==> config.mk <==
export PLATFORM = sky130hd
export DESIGN_NAME = chipset_ctl_regs
export DESIGN_NICKNAME = d
export VERILOG_FILES = /design/src/rtl/crb_pkg.sv /design/src/rtl/crb_decode.sv /design/src/rtl/crb_lanes.sv /design/src/rtl/crb_store.sv /design/src/rtl/chipset_ctl_regs.sv
export SDC_FILE = /design/constraint.sdc
export NUM_CORES = 2
export LEC_CHECK = 0
export BUFFER_PORTS_ARGS = -buffer_cell sky130_fd_sc_hd__buf_4
export CAP_MARGIN = 10
export CORE_MARGIN = 2
export CORE_UTILIZATION = 45
export DETAILED_ROUTE_END_ITERATION = 8
export PLACE_DENSITY_LB_ADDON = 0.25
export SYNTH_ARGS = -nofsm -noshare
export SYNTH_HDL_FRONTEND = slang
export SYNTH_HIERARCHICAL = 1
export SYNTH_SLANG_ARGS = --single-unit
==> constraint.sdc <==
create_clock -name clk -period 13.5 [get_ports clk]
set_input_delay 1.35 -clock clk [delete_from_list [all_inputs] [get_ports clk]]
set_output_delay 1.35 -clock clk [all_outputs]
set_load 0.05 [all_outputs]
==> src/rtl/crb_pkg.sv <==
package crb_pkg;

    localparam int DATA_W = 32;
    localparam int LANES  = DATA_W / 8;
    localparam int LANE_W = $clog2(LANES);
    localparam int OFF_W  = 14;
    localparam int IDX_W  = 6;
    localparam int WORD_STRIDE = 8;
    localparam int STRIDE_SH   = $clog2(WORD_STRIDE);

    typedef logic [DATA_W-1:0] word_t;

    // fixed word offsets (byte address, low two bits zero)
    localparam logic [OFF_W-1:0] OFF_CFG     = 14'h000;
    localparam logic [OFF_W-1:0] OFF_BADADDR = 14'h010;
    localparam logic [OFF_W-1:0] OFF_XLBASE  = 14'h018;
    localparam logic [OFF_W-1:0] OFF_XLLIMIT = 14'h020;
    localparam logic [OFF_W-1:0] OFF_RFAIL   = 14'h038;
    localparam logic [OFF_W-1:0] OFF_MFAIL   = 14'h040;
    localparam logic [OFF_W-1:0] OFF_PTAG    = 14'h048;
    localparam logic [OFF_W-1:0] OFF_LTAG    = 14'h050;
    localparam logic [OFF_W-1:0] OFF_BMASK   = 14'h058;
    localparam logic [OFF_W-1:0] OFF_BWIN    = 14'h060;
    localparam logic [OFF_W-1:0] OFF_SPEED   = 14'h070;
    localparam logic [OFF_W-1:0] OFF_DMA     = 14'h100;
    localparam logic [OFF_W-1:0] OFF_MISC_A  = 14'h208;
    localparam logic [OFF_W-1:0] OFF_MISC_B  = 14'h210;
    localparam logic [OFF_W-1:0] OFF_NVPROT  = 14'h220;
    localparam logic [OFF_W-1:0] OFF_RELOAD  = 14'h228;
    localparam logic [OFF_W-1:0] OFF_MISC_C  = 14'h238;

    // reset values
    localparam word_t RST_CFG    = 32'h0000_0104;
    localparam word_t RST_MISC_B = 32'h0001_8186;
    localparam word_t RST_NVPROT = 32'h0000_0007;
    localparam word_t RST_MISC_C = 32'h0000_0007;
    localparam word_t RST_SPEED  = 32'h0000_0007;
    localparam word_t RST_ZERO   = '0;

    typedef enum logic [1:0] {
        SZ_BYTE = 2'd0,
        SZ_HALF = 2'd1,
        SZ_WORD = 2'd2
    } size_e;

    typedef enum logic [4:0] {
        K_NONE, K_CFG, K_BADADDR, K_XLBASE, K_XLLIMIT, K_RFAIL, K_MFAIL,
        K_PTAG, K_LTAG, K_BMASK, K_BWIN, K_SPEED, K_DMA,
        K_MISC_A, K_MISC_B, K_NVPROT, K_RELOAD, K_MISC_C
    } kind_e;

    typedef struct packed {
        kind_e            kind;
        logic [IDX_W-1:0] idx;
    } sel_t;

    // place narrow write data into the current word
    function automatic word_t merge_lanes(input word_t cur, input word_t data,
                                          input size_e size,
                                          input logic [LANE_W-1:0] lane);
        word_t r;
        r = cur;
        case (size)
            SZ_BYTE: r[{lane, 3'b000} +: 8] = data[7:0];
            SZ_HALF: begin
                if (lane[1]) r[31:16] = data[15:0];
                else         r[15:0]  = data[15:0];
            end
            default: r = data;
        endcase
        return r;
    endfunction

    // pick the addressed lanes out of a word, zero-extended
    function automatic word_t extract_lanes(input word_t w, input size_e size,
                                            input logic [LANE_W-1:0] lane);
        word_t r;
        case (size)
            SZ_BYTE: r = {24'b0, w[{lane, 3'b000} +: 8]};
            SZ_HALF: r = lane[1] ? {16'b0, w[31:16]} : {16'b0, w[15:0]};
            default: r = w;
        endcase
        return r;
    endfunction

endpackage

==> src/rtl/crb_decode.sv <==
module crb_decode
    import crb_pkg::*;
#(
    parameter int N_SPEED       = 15,
    parameter int N_CHAN        = 8,
    parameter int REGS_PER_CHAN = 4
) (
    input  logic [OFF_W-3:0] word_off,
    output sel_t             sel
);
    localparam int SPEED_SPAN = N_SPEED * WORD_STRIDE;
    localparam int CHAN_SPAN  = REGS_PER_CHAN * WORD_STRIDE;
    localparam int DMA_SPAN   = N_CHAN * CHAN_SPAN;
    localparam logic [OFF_W-1:0] SPEED_END = OFF_W'(int'(OFF_SPEED) + SPEED_SPAN);
    localparam logic [OFF_W-1:0] DMA_END   = OFF_W'(int'(OFF_DMA) + DMA_SPAN);

    logic [OFF_W-1:0] w;
    logic [OFF_W-1:0] rel_spd;
    logic [OFF_W-1:0] rel_dma;

    always_comb begin
        w       = {word_off, 2'b00};
        rel_spd = w - OFF_SPEED;
        rel_dma = w - OFF_DMA;
        sel.kind = K_NONE;
        sel.idx  = '0;
        case (w)
            OFF_CFG:     sel.kind = K_CFG;
            OFF_BADADDR: sel.kind = K_BADADDR;
            OFF_XLBASE:  sel.kind = K_XLBASE;
            OFF_XLLIMIT: sel.kind = K_XLLIMIT;
            OFF_RFAIL:   sel.kind = K_RFAIL;
            OFF_MFAIL:   sel.kind = K_MFAIL;
            OFF_PTAG:    sel.kind = K_PTAG;
            OFF_LTAG:    sel.kind = K_LTAG;
            OFF_BMASK:   sel.kind = K_BMASK;
            OFF_BWIN:    sel.kind = K_BWIN;
            OFF_MISC_A:  sel.kind = K_MISC_A;
            OFF_MISC_B:  sel.kind = K_MISC_B;
            OFF_NVPROT:  sel.kind = K_NVPROT;
            OFF_RELOAD:  sel.kind = K_RELOAD;
            OFF_MISC_C:  sel.kind = K_MISC_C;
            default: begin
                if (w >= OFF_SPEED && w < SPEED_END &&
                    rel_spd[STRIDE_SH-1:0] == '0) begin
                    sel.kind = K_SPEED;
                    sel.idx  = IDX_W'(rel_spd >> STRIDE_SH);
                end else if (w >= OFF_DMA && w < DMA_END &&
                             rel_dma[STRIDE_SH-1:0] == '0) begin
                    sel.kind = K_DMA;
                    sel.idx  = IDX_W'(rel_dma >> STRIDE_SH);
                end
            end
        endcase
    end

    // a decoded array index stays inside its array
    always_comb begin
        if (sel.kind == K_SPEED) a_speed_idx_r2: assert (int'(sel.idx) < N_SPEED);
        if (sel.kind == K_DMA)   a_dma_idx_r2:   assert (int'(sel.idx) < N_CHAN * REGS_PER_CHAN);
    end

endmodule

==> src/rtl/crb_lanes.sv <==
module crb_lanes
    import crb_pkg::*;
(
    input  word_t             cur_word,
    input  word_t             wdata,
    input  size_e             size,
    input  logic [LANE_W-1:0] lane,
    output word_t             merged,
    output word_t             rd_view
);
    always_comb begin
        merged  = merge_lanes(cur_word, wdata, size, lane);
        rd_view = extract_lanes(cur_word, size, lane);
    end
endmodule

==> src/rtl/crb_store.sv <==
module crb_store
    import crb_pkg::*;
#(
    parameter int N_SPEED       = 15,
    parameter int N_CHAN        = 8,
    parameter int REGS_PER_CHAN = 4
) (
    input  logic  clk,
    input  logic  rst,
    input  logic  wr_en,
    input  logic  rd_en,
    input  sel_t  sel,
    input  word_t wr_word,
    output word_t cur_word
);
    localparam int DMA_ENTRIES = N_CHAN * REGS_PER_CHAN;

    word_t cfg_q, xlbase_q, xllimit_q, ptag_q, ltag_q, bmask_q, bwin_q;
    word_t misc_b_q, reload_q;
    word_t speed_q [N_SPEED];
    word_t dma_q   [DMA_ENTRIES];
    word_t spd_val, dma_val;
    logic  bmask_clear;

    function automatic logic hit(input sel_t s, input kind_e k, input logic en);
        return en && (s.kind == k);
    endfunction

    assign bmask_clear = rd_en && !wr_en && sel.kind == K_BMASK && bmask_q == '1;

    always_ff @(posedge clk) begin
        if (rst) begin
            cfg_q     <= RST_CFG;
            xlbase_q  <= RST_ZERO;
            xllimit_q <= RST_ZERO;
            ptag_q    <= RST_ZERO;
            ltag_q    <= RST_ZERO;
            bmask_q   <= RST_ZERO;
            bwin_q    <= RST_ZERO;
            misc_b_q  <= RST_MISC_B;
            reload_q  <= RST_ZERO;
        end else begin
            if (hit(sel, K_CFG, wr_en))     cfg_q     <= wr_word;
            if (hit(sel, K_XLBASE, wr_en))  xlbase_q  <= wr_word;
            if (hit(sel, K_XLLIMIT, wr_en)) xllimit_q <= wr_word;
            if (hit(sel, K_PTAG, wr_en))    ptag_q    <= wr_word;
            if (hit(sel, K_LTAG, wr_en))    ltag_q    <= wr_word;
            if (hit(sel, K_BWIN, wr_en))    bwin_q    <= wr_word;
            if (hit(sel, K_MISC_B, wr_en))  misc_b_q  <= wr_word;
            if (hit(sel, K_RELOAD, wr_en))  reload_q  <= wr_word;
            if (hit(sel, K_BMASK, wr_en))   bmask_q   <= bmask_q | wr_word;
            else if (bmask_clear)           bmask_q   <= RST_ZERO;
        end
    end

    for (genvar i = 0; i < N_SPEED; i++) begin : g_speed
        always_ff @(posedge clk) begin
            if (rst) speed_q[i] <= RST_SPEED;
            else if (hit(sel, K_SPEED, wr_en) && sel.idx == IDX_W'(i)) speed_q[i] <= wr_word;
        end
    end

    for (genvar j = 0; j < DMA_ENTRIES; j++) begin : g_dma
        always_ff @(posedge clk) begin
            if (rst) dma_q[j] <= RST_ZERO;
            else if (hit(sel, K_DMA, wr_en) && sel.idx == IDX_W'(j)) dma_q[j] <= wr_word;
        end
    end

    always_comb begin
        spd_val = '0;
        for (int i = 0; i < N_SPEED; i++)
            if (sel.idx == IDX_W'(i)) spd_val = speed_q[i];
        dma_val = '0;
        for (int j = 0; j < DMA_ENTRIES; j++)
            if (sel.idx == IDX_W'(j)) dma_val = dma_q[j];
    end

    // readable view; write-only words show zero
    always_comb begin
        case (sel.kind)
            K_CFG:     cur_word = cfg_q;
            K_XLBASE:  cur_word = xlbase_q;
            K_XLLIMIT: cur_word = xllimit_q;
            K_BMASK:   cur_word = bmask_q;
            K_SPEED:   cur_word = spd_val;
            K_DMA:     cur_word = dma_val;
            K_MISC_B:  cur_word = misc_b_q;
            K_NVPROT:  cur_word = RST_NVPROT;
            K_MISC_C:  cur_word = RST_MISC_C;
            default:   cur_word = RST_ZERO;
        endcase
    end

    // write-only contents are kept for the rest of the chip but not read here
    logic unused_wo;
    assign unused_wo = ^{ptag_q, ltag_q, bwin_q, reload_q};

    // a write never clears a mask bit
    p_bmask_or_r8: assert property (@(posedge clk) disable iff (rst)
        (wr_en && sel.kind == K_BMASK) |=> ((bmask_q & $past(bmask_q)) == $past(bmask_q)));

    // a lone read that sees all ones empties the mask
    p_bmask_clear_r9: assert property (@(posedge clk) disable iff (rst)
        (rd_en && !wr_en && sel.kind == K_BMASK && cur_word == '1) |=> (bmask_q == '0));

    // configuration changes only when written
    p_cfg_hold_r3: assert property (@(posedge clk) disable iff (rst)
        !(wr_en && sel.kind == K_CFG) |=> $stable(cfg_q));

endmodule

==> src/rtl/chipset_ctl_regs.sv <==
module chipset_ctl_regs
    import crb_pkg::*;
#(
    parameter int ADDR_W        = 16,
    parameter int N_SPEED       = 15,
    parameter int N_CHAN        = 8,
    parameter int REGS_PER_CHAN = 4
) (
    input  logic              clk,
    input  logic              rst,
    input  logic [ADDR_W-1:0] bus_addr,
    input  logic [1:0]        bus_size,
    input  logic              bus_we,
    input  logic              bus_re,
    input  logic [31:0]       bus_wdata,
    output logic [31:0]       bus_rdata
);
    sel_t  sel;
    size_e size_c;
    word_t cur_word, merged, rd_view;
    word_t rdata_q;

    logic unused_hi;
    assign unused_hi = ^bus_addr[ADDR_W-1:OFF_W];
    assign size_c    = size_e'(bus_size);

    crb_decode #(
        .N_SPEED(N_SPEED), .N_CHAN(N_CHAN), .REGS_PER_CHAN(REGS_PER_CHAN)
    ) u_decode (
        .word_off (bus_addr[OFF_W-1:2]),
        .sel      (sel)
    );

    crb_store #(
        .N_SPEED(N_SPEED), .N_CHAN(N_CHAN), .REGS_PER_CHAN(REGS_PER_CHAN)
    ) u_store (
        .clk      (clk),
        .rst      (rst),
        .wr_en    (bus_we),
        .rd_en    (bus_re),
        .sel      (sel),
        .wr_word  (merged),
        .cur_word (cur_word)
    );

    crb_lanes u_lanes (
        .cur_word (cur_word),
        .wdata    (bus_wdata),
        .size     (size_c),
        .lane     (bus_addr[LANE_W-1:0]),
        .merged   (merged),
        .rd_view  (rd_view)
    );

    always_ff @(posedge clk) begin
        if (rst)         rdata_q <= RST_ZERO;
        else if (bus_re) rdata_q <= rd_view;
    end

    assign bus_rdata = rdata_q;

    // read data holds when nothing is read
    p_rdata_hold_r11: assert property (@(posedge clk) disable iff (rst)
        !bus_re |=> $stable(bus_rdata));

    // narrow reads are zero-extended
    p_byte_zext_r5: assert property (@(posedge clk) disable iff (rst)
        (bus_re && bus_size == 2'd0) |=> (bus_rdata[31:8] == '0));
    p_half_zext_r5: assert property (@(posedge clk) disable iff (rst)
        (bus_re && bus_size == 2'd1) |=> (bus_rdata[31:16] == '0));

    // unmapped reads give zero
    p_unmapped_zero_r10: assert property (@(posedge clk) disable iff (rst)
        (bus_re && sel.kind == K_NONE) |=> (bus_rdata == '0));

    // a read-only word always shows its reset value
    p_nvprot_fixed_r6: assert property (@(posedge clk) disable iff (rst)
        (bus_re && bus_size[1] && sel.kind == K_NVPROT) |=> (bus_rdata == RST_NVPROT));

endmodule

==> results.py <==
metrics = {
    "outcome": {
        "outcome": "completed",
    },
    "cells_and_area": {
        "layout_commonest_cell": "edfxtp_1",
        "multiInputGateArea_um2": 28100,
        "regArea_um2": 49000,
        "syn_to_final_growth_pct": 11.3,
        "final_area_um2": 88000,
        "utilization_pct": 50.5,
        "drive_gt1_share_pct": 12.9,
        "final_cell_mix": "edfxtp_1, and2_1, nand2_1",
        "fillCellCount": 15000,
        "layout.nets": 6470,
    },
    "logic_synthesis": {
        "yosysSeqAreaShare_pct": 61.9,
        "yosys.area.top_type_share_pct": 57.1,
        "synthArstFlopShare_pct": 0,
        "synth_area_leaders": "edfxtp_1, and2_1, dfxtp_1",
        "yosysTopAreaCell": "edfxtp_1",
        "syn_inst": 6578,
        "syn_area_um2": 79100,
        "ys_ff_latch": 1696,
        "yosys_warnings": 6,
        "yosys.cell_types.count": 100,
        "syn_area_per_cell_um2": 12.0,
        "synth_edf_count": 1504,
        "syn_nets": 6641,
        "synth_ff_type": "edfxtp_1",
    },
    "timing": {
        "hold_slack_ns": 0.456,
        "tns_ns": 0,
        "final-hold-violation-count": 0,
        "period_share_pct": 65.5,
        "skew_ns": 0.0364,
        "relSlewSlack_pct": 7.73,
        "finalSetupViolCount": 0,
        "fin_ws_ns": 4.66,
        "tightest_slew_ns": 1.37,
        "fmax_mhz": 113,
        "rsz0062_at_grt": "no",
        "finalMaxSlewViolations": 0,
        "fin_crit_ns": 8.84,
    },
    "critical_path": {
        "rr_endpoint": "u_store/dma_q[0][57]",
        "critPathRequiredTime_ns": 14.18,
        "startpoint": "bus_addr[13]",
        "worstSetupEndpoint": "u_store/dma_q[0][73]",
        "startpoint_type": "input port",
        "arrival_ns": 9.51,
        "reg2reg_slack_ns": 8.29,
        "crit_path_end_kind": "register",
        "path_class": "input port to register",
        "reg2reg_depth": 10,
        "cp_max_fo": 65,
        "reg2reg_from": "u_store/dma_q[0][89]",
    },
    "flow_run": {
        "drv_cap": 0,
    },
    "floorplan": {
        "io_pins": 86,
        "design.core.area_um2": 174000,
        "rows": 153,
        "initial_core_util_pct": 45.4,
        "die_h_um": 423,
        "die-area_um2": 179000,
        "dieWidth_um": 423,
    },
    "grt": {
        "antenna_found_initial": 20,
        "grt_max_degree": 153,
        "grt_pass1_vias": 53500,
        "grt_pass1_wl_um": 397000,
        "track_usage_pct": 30.7,
        "grt_overflow": 0,
    },
    "cts": {
        "cts_hold_buffers": 0,
        "cts-buffers-inserted": 177,
        "clkLatencyLatePin_ns": 0.83,
        "cts_resized": 0,
        "cts_tree": "yes",
        "path_clk_slew_ns": 0.06,
        "cts.path.max_buffers": 3,
        "htree_levels": 4,
        "cts_setup_buffers": 0,
        "clock-sinks": 1696,
        "cts-root-buf": "clkbuf_16",
    },
    "pwr": {
        "peakVddDrop_v": 0.000120,
        "powerDensity_nw_per_um2": 128,
        "leakage_nw": 29.4,
    },
    "routing": {
        "wl_um": 281000,
        "vias": 56500,
        "drt-wirelength-per-cell_um": 31.7,
        "final_antenna_net_count": 0,
        "remaining_drc_errors": 0,
        "vias_per_cell": 6.37,
        "detail_route.iter0.violations": 8855,
        "drtPass1Iterations": 7,
    },
    "placement": {
        "dp_slack_ns": 4.37,
        "dp_hpwl_um": 166000,
        "placed_area_um2": 82500,
        "numPortBuffers": 83,
        "routabilityCongestion": 0.932,
    },
    "worst_hold_path": {
        "hold_path_class": "register to register",
    },
}
-- worst max-delay path: stages --
cell,delay [ns]
buf_4,0.11
or4_4,0.57
or3_4,0.38
a31o_4,0.24
nand2_4,0.10
a211oi_4,0.04
buf_4,0.32
buf_12,0.30
or2_4,0.47
buf_4,0.31
nor2_4,0.28
buf_4,0.55
a222oi_1,0.22
o2111a_1,0.26
o311ai_1,1.09
a221oi_1,0.39
o31ai_1,1.02
nand2_1,0.21
o221ai_4,0.19
buf_4,0.63
and2_1,0.23
-- worst min path at each step --
stage | slack, ns | cells after the start | end | startpoint
5_1_grt | 0.48 | 2 | u_store/misc_b_q[13] | u_store/misc_b_q[13]
3_3_place_gp | 0.44 | 2 | u_store/xlbase_q[15] | u_store/xlbase_q[15]
6_report | 0.46 | 2 | u_store/xllimit_q[6] | u_store/xllimit_q[6]
3_5_place_dp | 0.45 | 2 | u_store/cfg_q[13] | u_store/cfg_q[13]
2_1_floorplan | 0.44 | 2 | u_store/misc_b_q[11] | u_store/misc_b_q[11]
4_1_cts | 0.45 | 2 | u_store/cfg_q[13] | u_store/cfg_q[13]
-- kinds of logic (layout without fill, tap and decap cells) --
family	Yosys count	in the layout	synth area share [%]
adder cells (fa/ha/maj)	9	9	0.142
other	1	9	0.00474
XOR/XNOR	3	3	0.0332
flip-flops	1696	1696	61.9
buffers and inverters	689	653	3.89
AND/OR/NAND/NOR	2617	2617	18.4
AO/OA/AOI/OAI	1324	1324	11.3
multiplexers	239	239	4.25
-- area by class of cell --
class,count,area share (%)
Multi-Input combinational cell,4193,31.9
Clock inverter,82,0.786
Timing Repair Buffer,307,2.72
Tap cell,2325,3.30
Inverter,32,0.139
Sequential cell,1696,55.7
Antenna cell,8,0.0227
Clock buffer,232,5.47
-- metrics by stage --
stage,cells,total power [W]
after floorplan,6578,0.00634
after global placement,8551,0.00660
after detailed placement,8552,0.00661
after CTS,8866,0.0113
after global routing,8868,0.0115
final,8875,0.0113
-- synthesized netlist by cell type (30+ instances only) --
master / n
nor2_1: 257
o21ai_0: 253
o211ai_1: 33
nand2_1: 497
mux2_2: 33
a22oi_1: 143
a21oi_1: 336
a22o_1: 30
o22ai_1: 70
o21bai_1: 49
buf_4: 32
inv_1: 31
a221oi_1: 74
mux4_2: 74
a221o_1: 32
clkbuf_1: 380
nor3_1: 46
o221ai_1: 51
nand3_1: 71
edfxtp_1: 1504
nor2b_1: 36
or3_1: 52
and2_1: 1492
buf_2: 175
mux2i_1: 132
a222oi_1: 65
clkbuf_2: 35
dfxtp_1: 192
-- metal layers --
layer	GRT usage, %	up-vias	routed length [um]
li1	-	23600	-
met1	41.2	28200	106000
met2	46.5	3941	125000
met3	7.41	744	34600
met4	15.7	10	16200
met5	0	-	66
-- report_power, final --
part / switching, W / internal, W / leakage (nW)
Combinational: 0.000413 / 0.000119 / 10.9
Sequential: 0.0000636 / 0.00592 / 15.8
Clock: 0.00206 / 0.00267 / 2.71
-- sequential cells by signal (all words and copies together), names as in the netlist --
| signal | flops |
|---|---|
| bus_rdata | 32 |
| u_store/bmask_q | 32 |
| u_store/cfg_q | 32 |
| u_store/dma_q | 1024 |
| u_store/misc_b_q | 32 |
| u_store/speed_q | 480 |
| u_store/xlbase_q | 32 |
| u_store/xllimit_q | 32 |
Note: power is estimated with default switching activity, not from simulation.
